**src/rtl/swp_pkg.sv**
```systemverilog
package swp_pkg;
    parameter int SWP_PHASES = 16;

    typedef enum logic [1:0] {
        ST_IDLE = 2'd0,
        ST_SCAN = 2'd1,
        ST_FIN  = 2'd2,
        ST_PICK = 2'd3
    } swp_state_e;
endpackage

```
**src/rtl/swp_pick_index.sv**
```systemverilog
// Turns a winning run (length, first phase) into the phase at the
// three-quarter point, wrapping modulo the phase count.
module swp_pick_index #(
    parameter int NPH = 16,
    parameter int PW  = $clog2(NPH),
    parameter int LW  = $clog2(NPH + 1)
) (
    input  logic [LW-1:0] run_len,
    input  logic [PW-1:0] run_start,
    output logic [PW-1:0] pick_phase
);
    localparam int TW = LW + 2;
    localparam int SW = PW + 1;

    logic [TW-1:0] triple;
    logic [TW-1:0] quarter;
    logic [PW-1:0] offset;
    logic [SW-1:0] sum;

    always_comb begin
        triple  = {2'b00, run_len} + {1'b0, run_len, 1'b0};
        quarter = triple >> 2;
        offset  = (quarter != '0) ? PW'(quarter - TW'(1)) : '0;
        sum     = {1'b0, run_start} + {1'b0, offset};
        if (sum >= SW'(NPH)) begin
            pick_phase = PW'(sum - SW'(NPH));
        end else begin
            pick_phase = sum[PW-1:0];
        end
    end
endmodule

```
**src/rtl/swp_winner.sv**
```systemverilog
// Chooses the winning run from the first run, the best middle run and
// the run left open at the end of the scan, merging across the wrap.
module swp_winner #(
    parameter int NPH = 16,
    parameter int PW  = $clog2(NPH),
    parameter int LW  = $clog2(NPH + 1)
) (
    input  logic          first_done,
    input  logic [LW-1:0] first_len,
    input  logic [PW-1:0] first_start,
    input  logic [LW-1:0] mid_len,
    input  logic [PW-1:0] mid_start,
    input  logic [LW-1:0] tail_len,
    input  logic [PW-1:0] tail_start,
    output logic [LW-1:0] win_len,
    output logic [PW-1:0] win_start,
    output logic          win_err
);
    localparam int MW = LW + 1;

    logic [MW-1:0] merged_len;

    always_comb begin
        win_len    = '0;
        win_start  = '0;
        win_err    = 1'b0;
        merged_len = {1'b0, first_len} + {1'b0, tail_len};
        if (!first_done) begin
            // the open run, if any, is the only run
            if (tail_len == '0) begin
                win_err = 1'b1;
            end else begin
                win_len   = tail_len;
                win_start = tail_start;
            end
        end else if ((tail_len != '0) && (first_start == '0)) begin
            // wrap merge: first run drops out, tail competes with it appended
            if (merged_len >= MW'(NPH)) begin
                win_err = 1'b1;
            end else if (merged_len > {1'b0, mid_len}) begin
                win_len   = merged_len[LW-1:0];
                win_start = tail_start;
            end else begin
                win_len   = mid_len;
                win_start = mid_start;
            end
        end else begin
            win_len   = first_len;
            win_start = first_start;
            if (mid_len > win_len) begin
                win_len   = mid_len;
                win_start = mid_start;
            end
            if (tail_len > win_len) begin
                win_len   = tail_len;
                win_start = tail_start;
            end
        end
    end
endmodule

```
**src/rtl/swp_phase_select.sv**
```systemverilog
module swp_phase_select
    import swp_pkg::*;
#(
    parameter int NPH = SWP_PHASES,
    parameter int PW  = $clog2(NPH),
    parameter int LW  = $clog2(NPH + 1)
) (
    input  logic           clk,
    input  logic           rst_n,
    input  logic           start,
    input  logic [NPH-1:0] mask,
    output logic           done,
    output logic [PW-1:0]  phase,
    output logic           err
);
    typedef struct packed {
        swp_state_e     st;
        logic [PW-1:0]  cnt;
        logic [NPH-1:0] msk;
        logic [LW-1:0]  cur_len;
        logic [PW-1:0]  cur_start;
        logic           first_done;
        logic [LW-1:0]  first_len;
        logic [PW-1:0]  first_start;
        logic [LW-1:0]  mid_len;
        logic [PW-1:0]  mid_start;
        logic [LW-1:0]  win_len;
        logic [PW-1:0]  win_start;
        logic           win_err;
        logic           done;
        logic [PW-1:0]  phase;
        logic           err;
    } swp_regs_t;

    swp_regs_t r_q, r_d;

    logic [LW-1:0]  w_len;
    logic [PW-1:0]  w_start;
    logic           w_err;
    logic [PW-1:0]  pick_phase;
    logic           idle;
    logic [NPH-1:0] mask_lat;

    swp_winner #(.NPH(NPH), .PW(PW), .LW(LW)) u_winner (
        .first_done  (r_q.first_done),
        .first_len   (r_q.first_len),
        .first_start (r_q.first_start),
        .mid_len     (r_q.mid_len),
        .mid_start   (r_q.mid_start),
        .tail_len    (r_q.cur_len),
        .tail_start  (r_q.cur_start),
        .win_len     (w_len),
        .win_start   (w_start),
        .win_err     (w_err)
    );

    swp_pick_index #(.NPH(NPH), .PW(PW), .LW(LW)) u_pick (
        .run_len    (r_q.win_len),
        .run_start  (r_q.win_start),
        .pick_phase (pick_phase)
    );

    always_comb begin
        r_d      = r_q;
        r_d.done = 1'b0;
        unique case (r_q.st)
            ST_IDLE: begin
                if (start) begin
                    r_d.st          = ST_SCAN;
                    r_d.cnt         = '0;
                    r_d.msk         = mask;
                    r_d.cur_len     = '0;
                    r_d.cur_start   = '0;
                    r_d.first_done  = 1'b0;
                    r_d.first_len   = '0;
                    r_d.first_start = '0;
                    r_d.mid_len     = '0;
                    r_d.mid_start   = '0;
                end
            end
            ST_SCAN: begin
                if (r_q.msk[r_q.cnt]) begin
                    if (r_q.cur_len == '0) begin
                        r_d.cur_start = r_q.cnt;
                    end
                    r_d.cur_len = r_q.cur_len + LW'(1);
                end else if (r_q.cur_len != '0) begin
                    // a run has just closed
                    if (!r_q.first_done) begin
                        r_d.first_done  = 1'b1;
                        r_d.first_len   = r_q.cur_len;
                        r_d.first_start = r_q.cur_start;
                    end else if (r_q.cur_len > r_q.mid_len) begin
                        r_d.mid_len   = r_q.cur_len;
                        r_d.mid_start = r_q.cur_start;
                    end
                    r_d.cur_len = '0;
                end
                if (r_q.cnt == PW'(NPH - 1)) begin
                    r_d.st = ST_FIN;
                end else begin
                    r_d.cnt = r_q.cnt + PW'(1);
                end
            end
            ST_FIN: begin
                r_d.win_len   = w_len;
                r_d.win_start = w_start;
                r_d.win_err   = w_err;
                r_d.st        = ST_PICK;
            end
            ST_PICK: begin
                r_d.done  = 1'b1;
                r_d.err   = r_q.win_err;
                r_d.phase = r_q.win_err ? '0 : pick_phase;
                r_d.st    = ST_IDLE;
            end
            default: r_d.st = ST_IDLE;
        endcase
    end

    always_ff @(posedge clk or negedge rst_n) begin
        if (!rst_n) begin
            r_q <= '0;
        end else begin
            r_q <= r_d;
        end
    end

    assign idle     = (r_q.st == ST_IDLE);
    assign mask_lat = r_q.msk;
    assign done     = r_q.done;
    assign phase    = r_q.phase;
    assign err      = r_q.err;
endmodule

```
**config.mk**
```make
export PLATFORM = sky130hd
export DESIGN_NAME = swp_phase_select
export DESIGN_NICKNAME = d
export VERILOG_FILES = /design/src/rtl/swp_pkg.sv /design/src/rtl/swp_pick_index.sv /design/src/rtl/swp_winner.sv /design/src/rtl/swp_phase_select.sv
export SDC_FILE = /design/constraint.sdc
export NUM_CORES = 1
export LEC_CHECK = 0
export ABC_AREA = 0
export BUFFER_PORTS_ARGS = -buffer_cell sky130_fd_sc_hd__buf_2
export CELL_PAD_IN_SITES_DETAIL_PLACEMENT = 1
export CELL_PAD_IN_SITES_GLOBAL_PLACEMENT = 1
export CORE_MARGIN = 5
export CORE_UTILIZATION = 52
export CTS_CLUSTER_DIAMETER = 60
export DETAILED_ROUTE_END_ITERATION = 10
export PLACE_DENSITY_LB_ADDON = 0.1
export SYNTH_ARGS = -nofsm -noshare
export SYNTH_HDL_FRONTEND = slang
export SYNTH_SLANG_ARGS = --single-unit
```
**constraint.sdc**
```tcl
create_clock -name clk -period 5 [get_ports clk]
set_input_delay 0.75 -clock clk [delete_from_list [all_inputs] [get_ports clk]]
set_output_delay 0.75 -clock clk [all_outputs]
set_load 0.05 [all_outputs]
```
# [After elaboration in Yosys (flattened, before gate mapping)]
# Cells that the tools add are included.
[op_classes] n_eq_ne=15 addsub=7 order_cmp=7 n_mux=41 reduce_logical=15
[op_table] operator="28-bit case mux with 2 select lines" n=1
[op_table] operator="5-bit 2-to-1 mux" n=11
[op_table] operator="4-bit 2-to-1 mux" n=13
[op_table] operator="50-bit 2-to-1 mux" n=1
[op_table] operator="19-bit 2-to-1 mux" n=2
[op_table] operator="9-bit 2-to-1 mux" n=3
[op_table] operator="2-bit inequality test, second input constant" n=10
[op_table] operator="5-bit greater-than comparator" n=3
[op_table] operator="2-bit case mux with 4 select lines" n=1
[op_table] operator="4-bit case mux with 2 select lines" n=1
[op_table] operator="4-bit AND reduction" n=2
[op_table] operator="4-bit by 1-bit subtractor with 4-bit output, second input constant" n=2
[op_table] operator="5-bit by 6-bit adder with 7-bit output" n=1
[op_table] operator="7-bit nonzero test" n=1
[op_table] operator="5-bit by 5-bit adder with 6-bit output" n=1
[op_table] operator="6-bit by 5-bit greater-or-equal comparator with 1-bit output, second input constant" n=1
[op_table] operator="6-bit by 5-bit greater-than comparator with 1-bit output" n=1
[op_table] operator="6-bit 2-to-1 mux" n=1
[op_table] operator="3-bit AND reduction" n=2
[op_table] operator="6-bit AND reduction" n=1
[op_table] operator="4-bit by 4-bit adder with 5-bit output" n=1
[op_table] operator="5-bit by 1-bit adder with 5-bit output, second input constant" n=1
[op_table] operator="5-bit greater-or-equal comparator, second input constant" n=1
[op_table] operator="5-bit logical NOT" n=1
[op_table] operator="16 further kinds" n=22
[totals] wordCells=101 reg_bits=66 output_inout_bits=6

# [Logic depth before layout (Yosys ltp)]
[depth] word_depth=8 mapped_depth=15

# [Modules after synthesis]
# A second synthesis with hierarchy kept.
[hier_totals] hier_cells=460 hier_area_um2=4684.5
[modules_own_cells] module="swp_phase_select" cells_each=297 area_per_inst_um2=3309.4 seq_area_each_um2=1651.6 n_inst=1
[modules_own_cells] module="swp_winner" cells_each=121 area_per_inst_um2=1001.0 seq_area_each_um2=0.0 n_inst=1
[modules_own_cells] module="swp_pick_index" cells_each=42 area_per_inst_um2=374.1 seq_area_each_um2=0.0 n_inst=1

# [Least setup slack after synthesis]
# Ideal clock, no wire load.
[synth_path] path_type="register -> register" from="register r_q[24] in the netlist's numbering" to="register r_q[15] in the netlist's numbering" required_time_ns=4.876 stages_incl_launch_ff=14 path_buffers=2 path_slack_ns=1.674 t_arrival_ns=3.202 setup_ns=0.124 path_cell_list="dfrtp_1 > ha_1 > and3_1 > a211oi_1 > a21bo_2 > clkbuf_1 > mux2_2 > ha_1 > and4_1 > nand2_1 > o221ai_1 > clkbuf_1 > a221oi_1 > o31a_1"
[synth_between] elab_chain_len=8 elab_cells_between_ends=11
[synth_rtl] item="start: declaration" line_no="swp_phase_select.sv:35" source="swp_regs_t r_q, r_d;"
[synth_rtl] item="start signal: assignment" line_no="swp_phase_select.sv:125" source="r_q <= r_d;"
[synth_rtl] item="5-bit greater-than comparator" line_no="swp_winner.sv:50" source="if (mid_len > win_len) begin"
[synth_rtl] item="5-bit 2-to-1 mux" line_no="swp_winner.sv:50"
[synth_rtl] item="5-bit 2-to-1 mux" line_no="swp_winner.sv:36" source="end else if ((tail_len != '0) && (first_start == '0)) begin"
[synth_rtl] item="5-bit 2-to-1 mux" line_no="swp_winner.sv:28" source="if (!first_done) begin"
[synth_rtl] item="5-bit greater-than comparator" line_no="swp_winner.sv:54" source="if (tail_len > win_len) begin"
[synth_rtl] item="5-bit 2-to-1 mux" line_no="swp_winner.sv:54"
[synth_rtl] item="5-bit 2-to-1 mux *" line_no="swp_winner.sv:36"
[synth_rtl] item="5-bit 2-to-1 mux *" line_no="swp_winner.sv:28"
# Mark *: on every way between the ends. The rest lies on a longest branch, timed or not. The select of a mux whose other input is x is not followed.
# A chain may end at the register's enable or synchronous reset.

# [Worst setup path after layout]
[layout_path] from="register r_q[33] in the netlist's numbering" to="register r_q[13] in the netlist's numbering"
# The elaborated chain is that of the path after synthesis.

==> results.json <==
{
  "dp_cells": 569,
  "syn_area_um2": 4510,
  "pin_count": 25,
  "synth-warning-count": 0,
  "tritoncts": "done",
  "grt_pass1_wl_mm": 20.3,
  "synthesis.nets": 521,
  "clock_tree.root_cell": "clkbuf_8",
  "dpl.hpwl_mm": 8.92,
  "synth-async-reset-ratio_pct": 100,
  "outcome": "complete, no violations",
  "critical_path_buf_inv_count": 1,
  "synthMostInstantiatedCell": "dfrtp_1",
  "postCtsHoldBufs": 0,
  "wl_met3_um": 448,
  "place_area_um2": 4670,
  "sequential_cell_area_fraction_in_the_yosys_report_pct": 36.6,
  "core_um2": 8590,
  "final.fill_count": 995,
  "timing.clock.skew_ps": 12.1,
  "timing.critical_path.from_type": "register",
  "row_count": 34,
  "synth.distinct_cells": 64,
  "die_area_um2": 10600,
  "synth_top_cell_area_share_pct": 36.6,
  "switching_share_pct": 44.5,
  "timing.critical_path.arrival_ps": 4180,
  "upper_clock_frequency_limit_mhz": 255,
  "first_global_vias": 3924,
  "final_cell_count_no_fill": 585,
  "met1Wirelength_mm": 5.41,
  "timing.final.max_slew_violations": 0,
  "finish.instance_area_um2": 4880,
  "post_drt_via_cell_ratio": 6.31,
  "iteration_count_of_the_initial_detailed_routing_pass": 5,
  "post_synth_inst_count": 457,
  "power_density_nw_per_um2": 566,
  "route.top_layer_used": "met4",
  "synth.area.top_cells": "dfrtp_1 37%, ha_1 12%, mux2_2 4.5%, nand2_1 3.1%, a21oi_1 2.8%",
  "slew_of_the_pin_with_the_lowest_slew_margin_ps": 1130,
  "area.growth.synth_to_final_pct": 8.16,
  "global_router_s_overall_resource_usage_pct": 24.8,
  "die_w_um": 103,
  "detail_route.wl_per_cell_um": 20.9,
  "htree_num_levels": 3,
  "finish.net_count": 536,
  "die_h_um": 103,
  "critical_path.cell_chain": "inv_1 -> ha_1 -> and3_1 -> a211oi_1 -> a21bo_2 -> mux2i_1 -> ha_1 -> nand2b_1 -> a21oi_1 -> o221ai_1 -> o21ai_0 -> o221a_2 -> o22ai_1",
  "grt_start_max_net_pins": 67,
  "worst_skew_pair.late_latency_ps": 350,
  "cpMaxStageDelayCell": "o221ai_1",
  "route.antenna.remaining_nets": 0,
  "critical_path.most_common_cell": "ha_1",
  "timing_worst_setup_path_type": "register to register",
  "diodes": 0,
  "final_layout_size_suffix_gt1_share_pct": 15.9,
  "critical_path.max_stage_delay_ps": 700,
  "grt_overflow": 0,
  "yosys_register_bits": 66,
  "worst_setup_hold_path_clk_slew_ps": 80,
  "wl_mm": 12.2,
  "slew_headroom_pct": 24.5,
  "drc_errors": 0,
  "resized_gates_after_cts": 0,
  "static-leakage-power_nw": 2.24,
  "ir_drop_worst_case_vdd_v": 0.000326,
  "report.final.hold_viol_count": 0,
  "cp.required_ps": 5260,
  "detailroute.via_count": 3694,
  "place.gp.congestion": 0.910,
  "grt_antenna_before_repair": 0,
  "critical-path-top-delay-family": "compound AO/OA/AOI/OAI gates",
  "ctsLongestPathBuffers": 2,
  "yosys-top-cells-count": "66 x dfrtp_1, 42 x ha_1, 37 x nand2_1, 28 x nor2_1, 26 x inv_1",
  "met2_length_mm": 6.17,
  "critical_path.endpoint_type": "register",
  "setup_viol": 0,
  "internal_power_mw": 1.53,
  "worst-path-max-fanout": 12,
  "numCtsBuffers": 9,
  "buffer_ports.inserted": 24,
  "synth-main-ff-cell": "dfrtp_1",
  "power.share.combinational_pct": 52.9,
  "clkPwrFrac_pct": 17.3,
  "fin_tns_setup_ps": 0,
  "final_period_minus_worst_setup_slack_ps": 3920,
  "seqPwrFrac_pct": 29.8,
  "maxCapViolations": 0,
  "grt_setup_unrepaired": "false",
  "power.switching_mw": 1.23,
  "min_delay_worst_type": "register to register",
  "synth_top_area_cell": "dfrtp_1",
  "cts.sinks": 66,
  "post-route-period-util_pct": 78.4,
  "synthesis.area_per_instance_um2": 9.86,
  "drt_iter0_drc": 182,
  "initial_utilization_pct": 52.5,
  "synth_enable_flop_cells": 0,
  "regToRegSetupSlack_ps": 1080,
  "post-cts-setup-buffers": 0
}
worst paths after layout:
check                                              start                  endpoint  depth (start not counted)
worst max-delay path                 r_q[33]$_DFFE_PN0P_       r_q[13]$_DFFE_PN0P_                         13
worst min-delay path            mask_lat[13]$_DFFE_PN0P_  mask_lat[13]$_DFFE_PN0P_                          1
worst max register to register       r_q[33]$_DFFE_PN0P_       r_q[13]$_DFFE_PN0P_                         13
worst min register to register  mask_lat[13]$_DFFE_PN0P_  mask_lat[13]$_DFFE_PN0P_                          1
max in group asynchronous                          rst_n       r_q[13]$_DFFE_PN0P_                          2
min in group asynchronous                          rst_n       r_q[39]$_DFFE_PN0P_                          2
per-layer routing:
layer | track usage (%) | vias to the layer above
met5 | 0 | -
met4 | 6.47 | 0
met3 | 3.72 | 16
li1 | - | 1712
met2 | 42.0 | 71
met1 | 33.3 | 1895
power groups by stage:
stage | logic (mW) | registers, mW | clock network, mW
2_1_floorplan | 1.15 | 0.784 | 0
5_1_grt | 1.62 | 0.843 | 0.510
3_5_place_dp | 1.45 | 0.829 | 0
4_1_cts | 1.47 | 0.822 | 0.487
3_3_place_gp | 1.38 | 0.817 | 0
6_report | 1.46 | 0.823 | 0.477
stage by stage:
step | hold WS, ps | utilization (%) | total power [mW] | setup slack, ps
4_1_cts | 514 | 56.7 | 2.78 | 1150
6_report | 513 | 56.7 | 2.76 | 1080
3_5_place_dp | 497 | 54.4 | 2.28 | 1160
2_1_floorplan | 454 | - | 1.93 | 1670
5_1_grt | 527 | 56.7 | 2.97 | 831
3_3_place_gp | 484 | 54.4 | 2.19 | 1240
sequential cells by signal (all words and copies together), names as in the netlist:
name and flops:
done 1, mask_lat 16, phase 4, r_q 44
err 1
layout by cell type, fill, tap and decap left out, types with 11 or more instances in the layout:
cell	count
mux2_2	18
nand3_1	16
nand2_1	37
nor2b_1	11
dfrtp_1	66
inv_1	26
buf_2	24
mux2i_1	12
a21oi_1	25
nor2_1	28
o21ai_0	23
ha_1	42
layout make-up:
cell class | count | area, µm² | area share, %
Clock inverter | 5 | 61.3 | 1.26
Sequential cell | 66 | 1650 | 33.9
Multi-Input combinational cell | 343 | 2650 | 54.4
Tap cell | 108 | 135 | 2.77
Timing Repair Buffer | 26 | 135 | 2.77
Clock buffer | 11 | 141 | 2.90
Inverter | 26 | 97.6 | 2.00
logic make-up after synthesis:
kind of cell	share of synthesized area, %
AND/OR/NAND/NOR	15.0
AO/OA/AOI/OAI	19.5
flip-flops	36.6
buffers and inverters	4.50
adder cells (fa/ha/maj)	13.0
multiplexers	9.66
XOR/XNOR	1.67
Power figures use the tool's default switching activity.
